===== src/rtl/wdt_cfgport.sv =====
module wdt_cfgport #(
  parameter logic [7:0] KEY_CODE  = 8'h87,
  parameter logic [7:0] LOCK_CODE = 8'hAA,
  parameter logic [7:0] PAGE_IDX  = 8'h07,
  parameter logic [7:0] WDT_PAGE  = 8'h08,
  parameter logic [7:0] EN_IDX    = 8'h30,
  parameter logic [7:0] UNIT_IDX  = 8'hF5,
  parameter logic [7:0] TMR_IDX   = 8'hF6,
  parameter logic [7:0] SRC_IDX   = 8'hF7,
  parameter logic [7:0] DEF_TIME  = 8'd5,
  parameter bit         DEF_MIN   = 1'b1
) (
  input  logic       clk,
  input  logic       rst_n,
  input  logic       idx_we,
  input  logic       data_we,
  input  logic [7:0] wdata,
  output logic [7:0] rdata,
  input  logic       sec_tick,
  input  logic       min_tick,
  input  logic       kbd_irq,
  input  logic       mouse_irq,
  output logic       timeout
);

  logic       key_seen, unlocked;
  logic [7:0] idx, page, cnt, reload;
  logic       en, unit_min, kbd_en, ms_en;

  wire pg_ok   = unlocked && (page == WDT_PAGE);
  wire wr      = data_we && unlocked;
  wire wr_page = wr && (idx == PAGE_IDX);
  wire wr_en   = wr && pg_ok && (idx == EN_IDX);
  wire wr_unit = wr && pg_ok && (idx == UNIT_IDX);
  wire wr_tmr  = wr && pg_ok && (idx == TMR_IDX);
  wire wr_src  = wr && pg_ok && (idx == SRC_IDX);
  wire tick    = unit_min ? min_tick : sec_tick;
  wire irq_hit = (kbd_irq && kbd_en) || (mouse_irq && ms_en);

  always_ff @(posedge clk) begin
    if (!rst_n) begin
      key_seen <= 1'b0;
      unlocked <= 1'b0;
      idx      <= 8'h00;
    end else if (idx_we) begin
      if (wdata == KEY_CODE) begin
        key_seen <= !key_seen;
        if (key_seen) unlocked <= 1'b1;
      end else begin
        key_seen <= 1'b0;
        if (wdata == LOCK_CODE) unlocked <= 1'b0;
        else if (unlocked)      idx <= wdata;
      end
    end
  end

  always_ff @(posedge clk) begin
    if (!rst_n) begin
      page     <= 8'h00;
      en       <= 1'b0;
      unit_min <= DEF_MIN;
      kbd_en   <= 1'b0;
      ms_en    <= 1'b0;
    end else begin
      if (wr_page) page <= wdata;
      if (wr_en)   en <= wdata[0];
      if (wr_unit) unit_min <= wdata[3];
      if (wr_src) begin
        kbd_en <= wdata[6];
        ms_en  <= wdata[7];
      end
    end
  end

  always_ff @(posedge clk) begin
    if (!rst_n) begin
      cnt     <= DEF_TIME;
      reload  <= DEF_TIME;
      timeout <= 1'b0;
    end else if (wr_tmr) begin
      cnt     <= wdata;
      reload  <= wdata;
      timeout <= 1'b0;
    end else if (wr_en && !wdata[0]) begin
      timeout <= 1'b0;
    end else if (en && !timeout && irq_hit) begin
      cnt <= reload;
    end else if (en && tick && cnt != 8'h00) begin
      cnt <= cnt - 8'h01;
      if (cnt == 8'h01) timeout <= 1'b1;
    end
  end

  always_comb begin
    if (!unlocked)               rdata = 8'hFF;
    else if (idx == PAGE_IDX)    rdata = page;
    else if (page != WDT_PAGE)   rdata = 8'h00;
    else begin
      case (idx)
        EN_IDX:   rdata = {7'b0, en};
        UNIT_IDX: rdata = {4'b0, unit_min, 3'b0};
        TMR_IDX:  rdata = cnt;
        SRC_IDX:  rdata = {ms_en, kbd_en, 6'b0};
        default:  rdata = 8'h00;
      endcase
    end
  end

endmodule


===== config.mk =====
export PLATFORM = sky130hd
export DESIGN_NAME = wdt_cfgport
export DESIGN_NICKNAME = d
export VERILOG_FILES = /design/src/rtl/wdt_cfgport.sv
export SDC_FILE = /design/constraint.sdc
export NUM_CORES = 1
export LEC_CHECK = 0
export BUFFER_PORTS_ARGS = -buffer_cell sky130_fd_sc_hd__buf_2
export CORE_UTILIZATION = 32
export CTS_CLUSTER_DIAMETER = 60
export CTS_CLUSTER_SIZE = 16
export DETAILED_ROUTE_END_ITERATION = 10
export SETUP_SLACK_MARGIN = 0.15
export SLEW_MARGIN = 40
export SYNTH_ARGS = -nofsm -noshare
export SYNTH_HDL_FRONTEND = slang
export SYNTH_SLANG_ARGS = --single-unit

===== constraint.sdc =====
create_clock -name clk -period 4.3 [get_ports clk]
set_clock_uncertainty 0.15 [all_clocks]
set_input_delay 0 -clock clk [delete_from_list [all_inputs] [get_ports clk]]
set_output_delay 0 -clock clk [all_outputs]
set_load 0.005 [all_outputs]

# Yosys cells after proc, flatten, opt, wreduce, memory -nomap -nowiden
# Cells that the tools add are included.
# word_totals
regBits,39
input_bits,16
elab_cells,68
# classes
add_sub_neg,1
eq_ne,12
mux,13
bitwise_logic,4
n_reduce_logical,27
# op_table
op,count
8-bit two-way mux,7
8-bit == test (second input constant),5
8-bit case mux with 4 select lines,1
1-bit logical AND,15
8-bit by 1-bit == test with 1-bit output (second input constant),1
8-bit by 3-bit == test with 1-bit output (second input constant),1
8-bit by 4-bit == test with 1-bit output (second input constant),1
8-bit by 6-bit == test with 1-bit output (second input constant),1
8-bit by 4-bit inequality test with 1-bit output (second input constant),1
8-bit nonzero test,1
8-bit by 1-bit subtractor with 8-bit output (second input constant),1
3-bit AND reduction,2
1-bit two-way mux,5
2-bit inequality test (second input constant),2
1-bit inverter,4
4-bit AND reduction,1
1-bit zero test,3
3-bit nonzero test,1
3-bit OR reduction,1
2-bit AND reduction,1
2-bit nonzero test,1
1-bit logical OR,1

# Longest topological paths before layout
# Gate-level depths: netlist of run 1.
# logic_depth
word_depth,7
mapped_depth,7
ltp_nobuf,6

# Worst setup path before layout of run 1
# OpenSTA, ideal clock, no wires.
# synth_path
path_type,flip-flop to flip-flop
startpoint,reg page[2]
endpoint,reg cnt[3]
arrival_ns,1.759
path_slack_ns,2.270
path_stages_with_launch,7
path_buffers,1
cell_sequence,dfxtp_1 nor4b_4 nand3_2 or3_1 and3_1 buf_6 a221o_1
# synth_via
elab_chain_cells,7
elab_cells_between_ends,10
classes_between,eq/ne (2); mux (1); reduce/logical (7)
# synth_rtl
item,line_no,text
start: declaration,27,"logic [7:0] idx, page, cnt, reload;"
start signal: assignment,65,if (wr_page) page <= wdata;
8-bit by 4-bit == test with 1-bit output *,30,wire pg_ok = unlocked && (page == WDT_PAGE);
1-bit logical AND *,30,
1-bit logical AND *,"33, 35",
1-bit logical AND,33,wire wr_en = wr && pg_ok && (idx == EN_IDX);
1-bit logical AND,84,end else if (wr_en && !wdata[0]) begin
2-bit inequality test (no line),n/a,
2-bit AND reduction (no line),n/a,
end signal: assignment,81,cnt <= wdata;
end signal: assignment,87,cnt <= reload;
end signal: assignment,89,cnt <= cnt - 8'h01;
end: declaration,27,
# Mark *: on every way between the ends. The rest lies on a longest branch, timed or not.
# A chain may end at the register's enable or synchronous reset.

# Worst setup path after layout of run 1
# layout_path
startpoint,reg cnt[2]
endpoint,reg cnt[1]
# layout_via
elab_chain_cells,4
# layout_rtl
item,line_no,text
8-bit nonzero test,88,end else if (en && tick && cnt != 8'h00) begin
1-bit logical AND,88,
3-bit nonzero test (no line),n/a,
2-bit AND reduction (no line),n/a,
# Every way passes these cells.

==> results of run 1 <==
[flip-flops by register name, summed over array words and instances, names as in the netlist]
name	flops
cnt	8
en	1
idx	8
kbd_en	1
key_seen	1
ms_en	1
page	8
reload	8
timeout	1
unit_min	1
unlocked	1
[through the flow]
| stage | worst slack (ns) | power, mW | instance area, µm² | util |
|---|---|---|---|---|
| after floorplan | 2.27 | 0.381 | 2130 | - |
| after global placement | 1.86 | 0.399 | 2310 | 0.361 |
| after CTS | 1.84 | 0.634 | 2480 | 0.388 |
| after global routing | 1.70 | 0.653 | 2480 | 0.388 |
| after detailed placement | 1.86 | 0.399 | 2310 | 0.361 |
| final | 1.82 | 0.629 | 2480 | 0.388 |
[cells by family after synthesis]
group	synth area share
xor+xnor	0.0247
simple gates	0.282
buf+inv	0.0365
flops	0.367
compound gates	0.207
fa+ha+maj	0.0118
mux	0.0706
[report_power, final]
group          internal, mW  total [mW]  switching, mW  leakage, nW
Combinational        0.0163      0.0361         0.0199        0.465
Clock                 0.108       0.232          0.124       0.0371
Sequential            0.361       0.361      0.0000112        0.314
[routing by layer]
layer | part of all wire | vias to the layer above | track usage
li1 | - | 962 | -
met3 | 0.035 | 8 | 0.0287
met5 | 0 | - | 0
met4 | 0.021 | 0 | 0.0632
met1 | 0.48 | 883 | 0.217
met2 | 0.46 | 38 | 0.287
[final cells by class]
cell class,instances,share of cell area
repair buffers,36,0.0949
well taps,77,0.0389
multi-input cells,189,0.511
clock buffers,6,0.0293
flip-flops and latches,39,0.315
inverters,7,0.0106
[placed cells by master (no fill, tap or decap), drive strengths merged, types with 7 or more instances in the layout]
cell type,count
a211oi,7
a21boi,13
buf,26
dfxtp,39
dlygate4sd3,10
inv,7
mux2i,15
nand2,41
nor2,16
nor2b,12
o21ai,8
[worst min-delay path: stages]
cell and delay (ns):
buf_2 0.08, a22oi_1 0.08, nand3b_1 0.10, nor3_1 0.04, a31oi_1 0.11, nor2_1 0.05
[worst paths after layout]
| kind | start | end | cells past startpoint |
|---|---|---|---|
| min reg2reg | reload[4] | reload[4] | 2 |
| max reg2reg | cnt[2] | cnt[1] | 5 |
| max | cnt[2] | cnt[1] | 5 |
| min | mouse_irq | timeout | 6 |
==> results.md, run 1 <==
* Status: finished clean
* Multi-input gate area at 0.00127 mm²
* CP Buf/Inv Count at 0
* Setup violators final at 0
* Die ar. at 0.00697 mm²
* Hold Vio Cnt, Final at 0
* Inserted Clock Buffers at 5
* Least-Margin Pin Slew at 0.788 ns
* Cell family with most CP delay: compound AO/OA/AOI/OAI gates
* Routed wire length at 5.68 mm
* # IOs at 25
* Port Buf Inserts at 24
* ANT nets after route at 0
* Placed Cells at 338
* Slew margin rel. at 0.470
* Initial antenna violation count at 0
* Post-CTS Setup Inserts at 0
* P_leak at 0.816 nW
* Syn_nets at 263
* Die width at 83.5 µm
* Clk Latency, worst-skew pair at 0.29 ns
* Synth Cell Area at 0.00213 mm²
* Die Height at 83.5 µm
* Nets@finish at 296
* GRT Util Overall at 0.170
* Slowest cell on the critical path: nor4_1
* Setup Total Neg Slack at 0 ns
* Cell area power density at 254 mW/mm²
* HPWL after DPL at 4.04 mm
* Slew Limit Fails at 0
* Most instantiated cells after synthesis: nand2_1, dfxtp_1, nor2_1, mux2i_1, a21boi_0
* Fmax at 403 MHz
* Asr flop ratio synth at 0
* Max Cap Violations at 0
* Worst Setup Start Kind: register
* Worst vdd ir at 0.123 mV
* Sequential fraction of the synthesis area at 0.367
* Largest net degree at the start of global routing at 35
* Worst hold path type: primary input to register
* Setup slack, reg-to-reg at 1.82 ns
* Crit path time final at 2.48 ns
* Worst EP arrival at 2.52 ns
* First-pass GRT wire length at 9.26 mm
* Total iterations of the first detailed-routing run at 4
* H-tree levels at 2
* Crit end category: register
* DR vias at 1891
* Synth warnings at 0
* Top cell type's share of synthesized area at 0.367
* Cells after synthesis at 245
* Worst Path Max Fanout at 8
* Clk buf depth at 2
* Cells along the critical path: nor4_1, a311oi_1, o221ai_2, a211oi_1, a221o_1
* CTS tree: yes
* Number of remaining DRC errors at 0
* Root buffer cell: clkbuf_8
* Core ar. at 0.00639 mm²
* GP Congestion at 0.789
* Starting DRC count in detailed routing at 114
* Area delta synth->final at 16.6%
* Starting density of the core at 0.333
* Gr ovfl total at 0
* Share of layout cells above drive strength 1 at 0.141
* DR WL/cell at 16.0 µm
* Yosys top cell by area: dfxtp_1
* Slowest cell delay on critical path at 0.73 ns
* Vias per cell at 5.34
* Synth cell types at 51
* CTS resizes at 0
* Diode count at 0
* Post-Layout Cell Count at 354
* Count leader, synth: nand2_1
* RSZ-0062 raised after global routing: no
* Worst EP required at 4.34 ns
* Fill count at 649
* Register area at 781 µm²
* Reg clk slew, reported paths at 0.08 ns
* FF+latch count, synth at 39
* Crit path kind: register to register
* Fin Hold WS at 0.0610 ns
* Period utilisation layout at 0.578
* Post-synth EDFFs at 0
* Cell row count at 29
* Number of global-route vias before repair at 1821
* Hold Buf Count CTS at 10
* Top FF cell, synth: dfxtp_1
* Syn Area/Cell at 8.68 µm²
* Clk sinks at 39
* Ranking of synthesized cells by area: dfxtp_1, nand2_1, mux2i_1, a21boi_0, nor2b_1
Power figures use the tool's default switching activity.
==> run 2: changes to the inputs <==
- clock period: 4.3 -> 2.2 ns (I/O delays scaled with it)
==> results.md, run 2 (same netlist as run 1, synthesis figures left out) <==
* Status: finished clean
* Worst EP arrival at 1.89 ns (-0.63 ns)
* Port Buf Inserts at 24 (unchanged)
* Fmax at 490 MHz
* Starting DRC count in detailed routing at 77 (-32%)
* RSZ-0062 raised after global routing: yes
* Max Cap Violations at 0 (unchanged)
* Fill count at 647 (-0.31%)
* Path depth of the worst reg2reg path at 5 (unchanged)
* Crit path time final at 2.04 ns
* Setup Total Neg Slack at 0 ns (unchanged)
* Root buffer cell: clkbuf_8
* Crit path kind: register to output pin
* Inserted Clock Buffers at 5 (unchanged)
* CTS tree: yes
* Reg clk slew, reported paths at 0.08 ns (about the same)
* Clk buf depth at 2 (unchanged)
* P_leak at 0.965 nW (+18%)
* Diode count at 0 (unchanged)
* Leading cell type in the layout, fill and taps excluded: nand2_1
* Most frequent cells in the layout: nand2_1, dfxtp_1, buf_2
* Clk Latency, worst-skew pair at 0.29 ns (about the same)
* Slew Limit Fails at 0 (unchanged)
* CP Buf/Inv Count at 3 (+3)
* ANT nets after route at 0 (unchanged)
* Slowest cell on the critical path: or4b_4
* DR WL/cell at 15.6 µm (-3.0%)
* Setup violators final at 0 (unchanged)
* Setup slack, reg-to-reg at 0.17 ns (-1.65 ns)
* Total iterations of the first detailed-routing run at 4 (unchanged)
* Clk sinks at 39 (unchanged)
* Crit end category: output pin
* Share of layout cells above drive strength 1 at 0.274 (+0.133)
* Nets@finish at 320 (+8.1%)
* Worst hold path type: primary input to register
* Cell family with most CP delay: simple AND/OR/NAND/NOR gates
* Vias per cell at 5.35 (+0.20%)
* Die width at 83.5 µm (unchanged)
* Worst Setup Start Kind: register
* Die Height at 83.5 µm (unchanged)
* Die ar. at 0.00697 mm² (unchanged)
* Largest net degree at the start of global routing at 25 (-29%)
* H-tree levels at 2 (unchanged)
* Worst vdd ir at 0.199 mV (+62%)
* Slowest cell delay on critical path at 0.54 ns (-0.19 ns)
* Cells along the critical path: or4b_4, nor3_4, buf_6, buf_6, nand2_1, o211ai_1, buf_2
* Least-Margin Pin Slew at 0.621 ns (-0.166 ns)
* CP most frequent cell: buf_6
* Worst EP required at 2.05 ns (-2.29 ns)
* # IOs at 25 (unchanged)
* Routed wire length at 5.91 mm (+4.1%)
* Worst Path Max Fanout at 5 (-3)
* First-pass GRT wire length at 9.45 mm (+2.0%)
* Util after Layout at 0.439 (+0.0513)
* HPWL after DPL at 4.28 mm (+5.8%)
* Number of global-route vias before repair at 1872 (+2.8%)
* Levels on crit path at 7 (+2)
* Starting density of the core at 0.333 (unchanged)
* GRT Util Overall at 0.173 (+0.00363)
* Gr ovfl total at 0 (unchanged)
* Area delta synth->final at 32.0%
* Hold depth at 6 (unchanged)
* Number of remaining DRC errors at 0 (unchanged)
* Period utilisation layout at 0.928
* Cell row count at 29 (unchanged)
* Initial antenna violation count at 0 (unchanged)
* Hold Vio Cnt, Final at 0 (unchanged)
* DR vias at 2034 (+7.6%)
* GP Congestion at 0.818 (+3.6%)
* Slew margin rel. at 0.584 (+0.114)
* Core ar. at 0.00639 mm² (unchanged)
* Cell area power density at 468 mW/mm² (+84%)
run 2: path summary, 6_finish.rpt:
check / from / endpoint
hold / removal: mouse_irq / timeout
setup / recovery: idx[6] / rdata[3]
hold reg to reg: reload[3] / reload[3]
setup reg to reg: idx[6] / cnt[2]
run 2: stage by stage:
stage                     hold slack (ns)  instances  instance area (µm²)  power [mW]  worst slack, ns
after global routing                0.111        380                 2810        1.37           0.0931
final                              0.0961        380                 2810        1.31            0.159
after detailed placement            0.125        358                 2470       0.780           0.0399
after floorplan                   -0.0215        245                 2130       0.744            0.170
after global placement              0.130        358                 2470       0.779           0.0626
after CTS                          0.0735        380                 2770        1.33            0.115
run 2: timing repair:
action	4_1_cts	5_1_grt
hold endpoints to repair	39	0
endpoints found under the setup margin	16	16
buffers inserted	4	0
hold buffers	10	0
gates resized for setup	18	8
pin swaps	6	5
run 2: cell type report:
type / instances / area [µm²] / share of cell area
Sequential cell: 39 / 788 / 0.281
Tap cell: 77 / 96.3 / 0.0343
Multi-Input combinational cell: 189 / 1360 / 0.485
Inverter: 7 / 26.3 / 0.00936
Timing Repair Buffer: 60 / 435 / 0.155
Clock buffer: 8 / 100 / 0.0357
run 2: worst reg2reg max path: stages, from the launching register on:
cell,delay [ns]
dfxtp_2,0.34
or4_4,0.54
or2_1,0.26
o32ai_2,0.25
and3_4,0.27
a221oi_1,0.09
run 2: where the power goes:
| part | switching [mW] | total, mW | leakage [nW] | internal, mW |
|---|---|---|---|---|
| logic | 0.0395 | 0.0733 | 0.596 | 0.0338 |
| clock network | 0.249 | 0.535 | 0.0515 | 0.286 |
| registers | 0.0000176 | 0.705 | 0.317 | 0.705 |
run 2: routing by layer:
layer / track usage / up-vias / part of all wire
met5: 0 / - / 0
met4: 0.0586 / 0 / 0.017
met3: 0.0287 / 8 / 0.051
met2: 0.292 / 45 / 0.48
met1: 0.225 / 967 / 0.45
li1: - / 1014 / -
